[src/rtl/sd_mode_pkg.sv]
package sd_mode_pkg;
  localparam int REG_W   = 16;
  localparam int FSEL_W  = 13;
  localparam int DRV_W   = 2;
  localparam int MODE_W  = 3;

  localparam int B_PVEN  = 15;
  localparam int B_AINT  = 14;
  localparam int B_SCLK  = 7;
  localparam int B_EXEC  = 6;
  localparam int B_DRVLO = 4;
  localparam int B_VS18  = 3;
  localparam int B_MODE  = 0;

  typedef enum logic [DRV_W-1:0] {
    DRV_B = 2'd0,
    DRV_A = 2'd1,
    DRV_C = 2'd2,
    DRV_D = 2'd3
  } drv_e;

  typedef struct packed {
    logic [DRV_W-1:0]  drv;
    logic              cgsel;
    logic [FSEL_W-1:0] fsel;
  } preset_word_t;
endpackage

[src/rtl/sd_preset_mux.sv]
module sd_preset_mux
  import sd_mode_pkg::*;
#(
  parameter int NUM_PRESET = 5
) (
  input  logic                        clk,
  input  logic                        rst,
  input  logic                        pv_en,
  input  logic                        vs18,
  input  logic                        ddr_mode,
  input  logic [MODE_W-1:0]           mode,
  input  logic [DRV_W-1:0]            user_drv,
  input  logic [FSEL_W-1:0]           user_fsel,
  input  logic                        user_cgsel,
  input  logic [NUM_PRESET*REG_W-1:0] preset_words,
  output logic [FSEL_W-1:0]           eff_fsel,
  output logic                        eff_cgsel,
  output logic [DRV_W-1:0]            eff_drv,
  output logic [MODE_W-1:0]           uhs_eff
);
  preset_word_t words [NUM_PRESET];

  generate
    for (genvar g = 0; g < NUM_PRESET; g++) begin : g_unpack
      assign words[g] = preset_word_t'(preset_words[g*REG_W +: REG_W]);
    end
  endgenerate

  logic         mode_ok;
  preset_word_t pick;
  logic [FSEL_W-1:0] nxt_fsel;
  logic              nxt_cg;
  logic [DRV_W-1:0]  nxt_drv;

  assign mode_ok = vs18 && !ddr_mode;

  always_comb begin
    pick = words[0];
    for (int k = 1; k < NUM_PRESET; k++) begin
      if (mode_ok && mode == MODE_W'(k)) pick = words[k];
    end
  end

  always_comb begin
    if (pv_en) begin
      nxt_fsel = pick.fsel;
      nxt_cg   = pick.cgsel;
      nxt_drv  = pick.drv;
    end else begin
      nxt_fsel = user_fsel;
      nxt_cg   = user_cgsel;
      nxt_drv  = user_drv;
    end
    if (!vs18) nxt_drv = DRV_B;
  end

  always_ff @(posedge clk) begin
    if (rst) begin
      eff_fsel  <= '0;
      eff_cgsel <= 1'b0;
      eff_drv   <= DRV_B;
      uhs_eff   <= '0;
    end else begin
      eff_fsel  <= nxt_fsel;
      eff_cgsel <= nxt_cg;
      eff_drv   <= nxt_drv;
      uhs_eff   <= mode_ok ? mode : '0;
    end
  end

  p_drv_gate_r6: assert property (@(posedge clk) disable iff (rst)
    !vs18 |=> (eff_drv == DRV_B));

  p_mode_gate_r5: assert property (@(posedge clk) disable iff (rst)
    (!vs18 || ddr_mode) |=> (uhs_eff == '0));

  p_user_path_r3: assert property (@(posedge clk) disable iff (rst)
    !pv_en |=> (eff_fsel == $past(user_fsel) && eff_cgsel == $past(user_cgsel)));
endmodule

[src/rtl/sd_tune_ctrl.sv]
module sd_tune_ctrl (
  input  logic clk,
  input  logic rst,
  input  logic wr,
  input  logic wr_exec,
  input  logic wr_sclk,
  input  logic rx_busy,
  input  logic tune_done,
  input  logic tune_pass,
  output logic exec_q,
  output logic sclk_q,
  output logic tune_start,
  output logic tune_abort,
  output logic tune_rst
);
  always_ff @(posedge clk) begin
    if (rst) begin
      exec_q     <= 1'b0;
      sclk_q     <= 1'b0;
      tune_start <= 1'b0;
      tune_abort <= 1'b0;
      tune_rst   <= 1'b0;
    end else begin
      tune_start <= 1'b0;
      tune_abort <= 1'b0;
      tune_rst   <= 1'b0;
      if (wr) begin
        if (wr_exec && !exec_q) begin
          exec_q     <= 1'b1;
          tune_start <= 1'b1;
          if (!rx_busy) sclk_q <= 1'b0;
        end else if (!wr_exec && exec_q) begin
          exec_q     <= 1'b0;
          tune_abort <= 1'b1;
        end
        if (!wr_sclk && sclk_q && !rx_busy) begin
          sclk_q   <= 1'b0;
          tune_rst <= 1'b1;
        end
      end else if (tune_done && exec_q) begin
        exec_q <= 1'b0;
        sclk_q <= tune_pass;
      end
    end
  end

  p_start_sets_exec_r7: assert property (@(posedge clk) disable iff (rst)
    tune_start |-> exec_q);

  p_done_result_r8: assert property (@(posedge clk) disable iff (rst)
    (tune_done && exec_q && !wr) |=> (!exec_q && sclk_q == $past(tune_pass)));

  p_abort_clears_r9: assert property (@(posedge clk) disable iff (rst)
    tune_abort |-> !exec_q);

  p_sclk_no_write_set_r10: assert property (@(posedge clk) disable iff (rst)
    $rose(sclk_q) |-> $past(tune_done && !wr));

  p_busy_hold_r11: assert property (@(posedge clk) disable iff (rst)
    (wr && rx_busy) |=> (sclk_q == $past(sclk_q) && !tune_rst));
endmodule

[src/rtl/sd_vswitch_timer.sv]
module sd_vswitch_timer #(
  parameter int SWITCH_CYCLES = 1_000_000
) (
  input  logic clk,
  input  logic rst,
  input  logic kick,
  input  logic vreg_stable,
  output logic busy,
  output logic timeout
);
  localparam int CNT_W = $clog2(SWITCH_CYCLES + 1);
  localparam logic [CNT_W-1:0] LAST = CNT_W'(SWITCH_CYCLES - 1);

  logic [CNT_W-1:0] cnt;

  always_ff @(posedge clk) begin
    if (rst) begin
      busy    <= 1'b0;
      timeout <= 1'b0;
      cnt     <= '0;
    end else if (kick) begin
      busy    <= 1'b1;
      timeout <= 1'b0;
      cnt     <= '0;
    end else if (busy) begin
      if (vreg_stable) begin
        busy <= 1'b0;
      end else if (cnt == LAST) begin
        busy    <= 1'b0;
        timeout <= 1'b1;
      end else begin
        cnt <= cnt + 1'b1;
      end
    end
  end

  p_kick_busy_r12: assert property (@(posedge clk) disable iff (rst)
    kick |=> busy);

  p_timeout_source_r13: assert property (@(posedge clk) disable iff (rst)
    $rose(timeout) |-> $past(busy && !vreg_stable));

  p_timeout_excl_r13: assert property (@(posedge clk) disable iff (rst)
    !(busy && timeout));
endmodule

[src/rtl/sd_mode_ctrl.sv]
module sd_mode_ctrl
  import sd_mode_pkg::*;
#(
  parameter int                ADDR_W        = 8,
  parameter logic [ADDR_W-1:0] REG_OFFSET    = 8'h3E,
  parameter int                NUM_PRESET    = 5,
  parameter int                SWITCH_CYCLES = 1_000_000
) (
  input  logic                        clk,
  input  logic                        rst,
  input  logic                        reg_wr,
  input  logic [ADDR_W-1:0]           reg_addr,
  input  logic [REG_W-1:0]            reg_wdata,
  output logic [REG_W-1:0]            reg_rdata,
  input  logic [FSEL_W-1:0]           user_fsel,
  input  logic                        user_cgsel,
  input  logic                        ddr_mode,
  input  logic [NUM_PRESET*REG_W-1:0] preset_words,
  input  logic                        rx_busy,
  input  logic                        tune_done,
  input  logic                        tune_pass,
  output logic                        tune_start,
  output logic                        tune_abort,
  output logic                        tune_rst,
  input  logic                        vreg_stable,
  output logic                        vs18_en,
  output logic                        vsw_busy,
  output logic                        vsw_timeout,
  output logic [FSEL_W-1:0]           eff_fsel,
  output logic                        eff_cgsel,
  output logic [DRV_W-1:0]            eff_drv,
  output logic [MODE_W-1:0]           uhs_eff
);
  logic              wr_hit;
  logic              pv_en_q;
  logic              aint_q;
  logic [DRV_W-1:0]  drv_q;
  logic              vs18_q;
  logic [MODE_W-1:0] mode_q;
  logic              exec_q;
  logic              sclk_q;
  logic              kick;
  logic              unused_rsvd;

  assign wr_hit      = reg_wr && (reg_addr == REG_OFFSET);
  assign kick        = wr_hit && (reg_wdata[B_VS18] != vs18_q);
  assign unused_rsvd = ^reg_wdata[13:8];

  always_ff @(posedge clk) begin
    if (rst) begin
      pv_en_q <= 1'b0;
      aint_q  <= 1'b0;
      drv_q   <= DRV_B;
      vs18_q  <= 1'b0;
      mode_q  <= '0;
    end else if (wr_hit) begin
      pv_en_q <= reg_wdata[B_PVEN];
      aint_q  <= reg_wdata[B_AINT];
      drv_q   <= reg_wdata[B_DRVLO +: DRV_W];
      vs18_q  <= reg_wdata[B_VS18];
      mode_q  <= reg_wdata[B_MODE +: MODE_W];
    end
  end

  assign reg_rdata = {pv_en_q, aint_q, 6'b000000, sclk_q, exec_q, drv_q, vs18_q, mode_q};
  assign vs18_en   = vs18_q;

  sd_tune_ctrl i_tune (
    .clk        (clk),
    .rst        (rst),
    .wr         (wr_hit),
    .wr_exec    (reg_wdata[B_EXEC]),
    .wr_sclk    (reg_wdata[B_SCLK]),
    .rx_busy    (rx_busy),
    .tune_done  (tune_done),
    .tune_pass  (tune_pass),
    .exec_q     (exec_q),
    .sclk_q     (sclk_q),
    .tune_start (tune_start),
    .tune_abort (tune_abort),
    .tune_rst   (tune_rst)
  );

  sd_preset_mux #(.NUM_PRESET(NUM_PRESET)) i_mux (
    .clk          (clk),
    .rst          (rst),
    .pv_en        (pv_en_q),
    .vs18         (vs18_q),
    .ddr_mode     (ddr_mode),
    .mode         (mode_q),
    .user_drv     (drv_q),
    .user_fsel    (user_fsel),
    .user_cgsel   (user_cgsel),
    .preset_words (preset_words),
    .eff_fsel     (eff_fsel),
    .eff_cgsel    (eff_cgsel),
    .eff_drv      (eff_drv),
    .uhs_eff      (uhs_eff)
  );

  sd_vswitch_timer #(.SWITCH_CYCLES(SWITCH_CYCLES)) i_vsw (
    .clk         (clk),
    .rst         (rst),
    .kick        (kick),
    .vreg_stable (vreg_stable),
    .busy        (vsw_busy),
    .timeout     (vsw_timeout)
  );

  p_addr_miss_hold_r2: assert property (@(posedge clk) disable iff (rst)
    !wr_hit |=> (pv_en_q == $past(pv_en_q) && mode_q == $past(mode_q)
                 && vs18_q == $past(vs18_q) && drv_q == $past(drv_q)));
endmodule

[config.mk]
export PLATFORM = sky130hd
export DESIGN_NAME = sd_mode_ctrl
export DESIGN_NICKNAME = d
export VERILOG_FILES = /design/src/rtl/sd_mode_pkg.sv /design/src/rtl/sd_preset_mux.sv /design/src/rtl/sd_tune_ctrl.sv /design/src/rtl/sd_vswitch_timer.sv /design/src/rtl/sd_mode_ctrl.sv
export SDC_FILE = /design/constraint.sdc
export NUM_CORES = 1
export LEC_CHECK = 0
export BUFFER_PORTS_ARGS = -buffer_cell sky130_fd_sc_hd__buf_2
export CAP_MARGIN = 15
export CORE_AREA = 2 2 88 90
export CTS_BUF_LIST = sky130_fd_sc_hd__clkbuf_4
export DETAILED_ROUTE_END_ITERATION = 6
export DIE_AREA = 0 0 90 92
export GPL_TIMING_DRIVEN = 0
export PLACE_DENSITY = 0.84
export SYNTH_ARGS = -nofsm -noshare
export SYNTH_HDL_FRONTEND = slang
export SYNTH_SLANG_ARGS = --single-unit
[constraint.sdc]
create_clock -name clk -period 1.5 [get_ports clk]
set_input_delay 0.15 -clock clk [delete_from_list [all_inputs] [get_ports clk]]
set_output_delay 0.15 -clock clk [all_outputs]
set_load 0.02 [all_outputs]
==> metrics.md <==
| Metric | Value |
|---|---|
| Grt total ovfl | `0` |
| Fill count | `666` |
| # clock sinks | `54` |
| H-tree levels | `2` |
| Mapped Cells | `361` |
| Synth Flop Type | `dfxtp_1` |
| Async set-reset flop share out of synthesis | `0%` |
| Crit path DAT | `2010 ps` |
| Vias in the first global route | `3234` |
| Final hold slack | `6.47 ps` |
| # rows | `32` |
| # nets final | `678` |
| Die area | `8280 sq um` |
| Hold Vio Cnt, Final | `0` |
| Multi-input logic area | `1870 sq um` |
| Synth area leaders | `dfxtp_1 (37%), nor2_1 (10%), mux2i_1 (8.8%)` |
| Area after DPL | `3870 sq um` |
| First-pass GRT wire length | `15.2 mm` |
| Min-Delay Path Class | `input pin to register` |
| Clock-pin slew on the worst setup and hold paths | `180 ps` |
| WHS Endpoint | `mode_q[0]` |
| WL/cell | `15.5 um` |
| Synthesis Warnings | `0` |
| Routability Congestion | `0.926` |
| Hold Path Cell Cnt | `3` |
| Skew-Pair Late Insertion Delay | `390 ps` |
| Final worst slack | `-188 ps` |
| Cell area power density | `574 nW/um^2` |
| RSZ-0062 raised after global routing | `true` |
| Synthesized area | `2950 sq um` |
| FF-to-FF End | `i_vsw.cnt[4]` |
| DIE HEIGHT | `92 um` |
| Max VDD drop | `325 uV` |
| Max frequency | `592 MHz` |
| Ant. Diodes | `0` |
| Initial antenna violation count | `0` |
| Seq/Total Area, Yosys | `36.7%` |
| Cell taking the most area after synthesis | `dfxtp_1` |
| Most common cell after layout, fill and taps aside | `buf_2` |
| Drt total wl | `10.1 mm` |
| Cts bufs inserted | `5` |
| Share of Yosys cell area claimed by the top area cell type | `36.7%` |
| Vias | `3379` |
| Root Driver | `clkbuf_4` |
| Worst hold path startpoint | `reg_wdata[0]` |
| Layout overhead on the synthesized area | `49.9%` |
| Post-route antenna net violation count | `0` |
| Ratio of cells with drive above 1 in the final layout | `47.5%` |
| Crit path required time | `1820 ps` |
| Worst Setup Path Type | `register to register` |
| Pleak | `0.00203 uW` |
| Post-synthesis cell type count | `44` |
| Startpoint Class | `register` |
| R2R Path Start | `i_vsw.cnt[11]` |
| Mean area per synthesized cell | `8.16 sq um` |
| Reg area | `1120 sq um` |
| Core Area | `7450 sq um` |
| GRT Total Usage | `22.7%` |
| # port buffers | `154` |
| Clock buffer depth | `2` |
| TritonCTS clock tree | `done` |
| DR DRC count | `0` |
| Crit end category | `register` |
| R2R setup slack | `-190 ps` |
| Max cap viols | `0` |
| Min cycle time layout | `1690 ps` |
| Final Slew Violations | `0` |
| DR vias/cell | `5.18` |
| Worst r2r path cells | `6` |
| 1st-iter DRT viols | `175` |
| CP Max Fanout | `7` |
| Max-slew headroom | `64.9%` |
| Die Span X | `90 um` |
| DRT Pass-1 Iters | `5` |
| Final Cycle Share | `113%` |
| Number of synthesized register bits | `54` |
| Layout Skew | `22.0 ps` |
| Post-DP HPWL | `7.20 mm` |
| Largest net degree at the start of global routing | `20` |
| Final setup fails | `26` |
| Status | `finished, violations left` |
| Cell area after layout | `4410 sq um` |
| Worst-margin pin slew | `527 ps` |
| Violated checks | `negative setup slack` |
| Overall Power | `2530 uW` |
| Initial Util | `39.5%` |
| Commonest non-fill, non-tap cells in the layout | `buf_2 (158), nor2_1 (79), dfxtp_1 (36)` |
| IO Pins | `167` |
| Number of synthesized flops with an enable pin | `0` |
| Setup slack after placement | `-456 ps` |
[cell families (layout without fill, tap and decap cells)]
family | after synthesis | in the layout | share of synthesized area [%]
adder cells (fa/ha/maj) | 3 | 3 | 1.27
buffers and inverters | 39 | 223 | 7.31
XOR/XNOR | 17 | 17 | 5.06
AO/OA/AOI/OAI | 83 | 83 | 17.2
flip-flops | 54 | 54 | 36.7
other | 1 | 6 | 0.127
multiplexers | 26 | 26 | 8.84
AND/OR/NAND/NOR | 138 | 138 | 23.5
[final cells by class]
type,count,share of cell area (%)
Multi-Input combinational cell,273,42.3
Clock inverter,3,0.595
Tap cell,102,2.89
Clock buffer,5,0.850
Timing Repair Buffer,178,22.7
Inverter,9,0.765
Buffer,28,4.62
Sequential cell,54,25.3
[layer usage]
metal	wire (um)	vias up	GRT usage (%)
li1	-	1619	-
met1	4240	1573	28.9
met2	4980	164	38.8
met3	622	23	3.70
met4	258	0	8.46
met5	0	-	0
[report_power, final]
| part | internal (uW) | switching [uW] | total (uW) | leakage [uW] |
|---|---|---|---|---|
| logic | 198 | 187 | 385 | 0.00155 |
| clock network | 199 | 500 | 699 | 0.0000362 |
| registers | 1440 | 5.12 | 1450 | 0.000450 |
[synthesized netlist by cell type, drive strengths merged, types with 3 or more instances]
library cell and n:
a211o 16, a21oi 43, nor2b 3, clkbuf 13, nor2 79, buf 17, nand4 6, ha 3
nand3 9, nor4 3, and4b 4, and2 4, nor3 7, dfxtp 54, o21ai 16, xnor2 15
nand2 10, inv 9, mux2i 26
[flip-flops by register name, indices dropped and copies added (netlist names), 2 cells and up]
register,cells
i_mux.uhs_eff,3
mode_q,3
drv_q,2
i_mux.eff_fsel,13
i_mux.eff_drv,2
i_vsw.cnt,20
[stage by stage]
stage | TNS, ps | cells | util, %
finish | -3100 | 652 | 59.3
global route | -4550 | 652 | 59.3
CTS | -2960 | 646 | 56.2
detailed placement | -14080 | 622 | 52.0
global placement | -12190 | 622 | 52.0
floorplan | -1070 | 366 | -
[repair_timing]
item | CTS | global route
hold buffers | 4 | 1
buffers inserted | 13 | 5
cloned | 0 | 1
pin swaps | 18 | 16
endpoints found under the hold margin | 4 | 1
resized for setup | 30 | 52
endpoints found under the setup margin | 38 | 37
[worst max path at each step]
| stage | cells past startpoint | slack [ps] | startpoint | end |
|---|---|---|---|---|
| after floorplan | 5 | -90 | i_vsw.cnt[13] | i_vsw.cnt[4] |
| after global placement | 7 | -420 | reg_addr[6] | pv_en_q |
| after detailed placement | 7 | -460 | reg_addr[6] | pv_en_q |
| after CTS | 6 | -170 | i_vsw.cnt[13] | i_vsw.cnt[4] |
| after global routing | 6 | -250 | i_vsw.cnt[11] | i_vsw.cnt[7] |
| final | 6 | -190 | i_vsw.cnt[11] | i_vsw.cnt[4] |
[worst max-delay path: stages, from the launching register on]
cell and delay, ps:
dfxtp_2 370, or4_4 540, nor3_4 140, buf_6 180
a21oi_4 100, a21o_1 180, a21oi_2 100
Power figures use the tool's default switching activity.
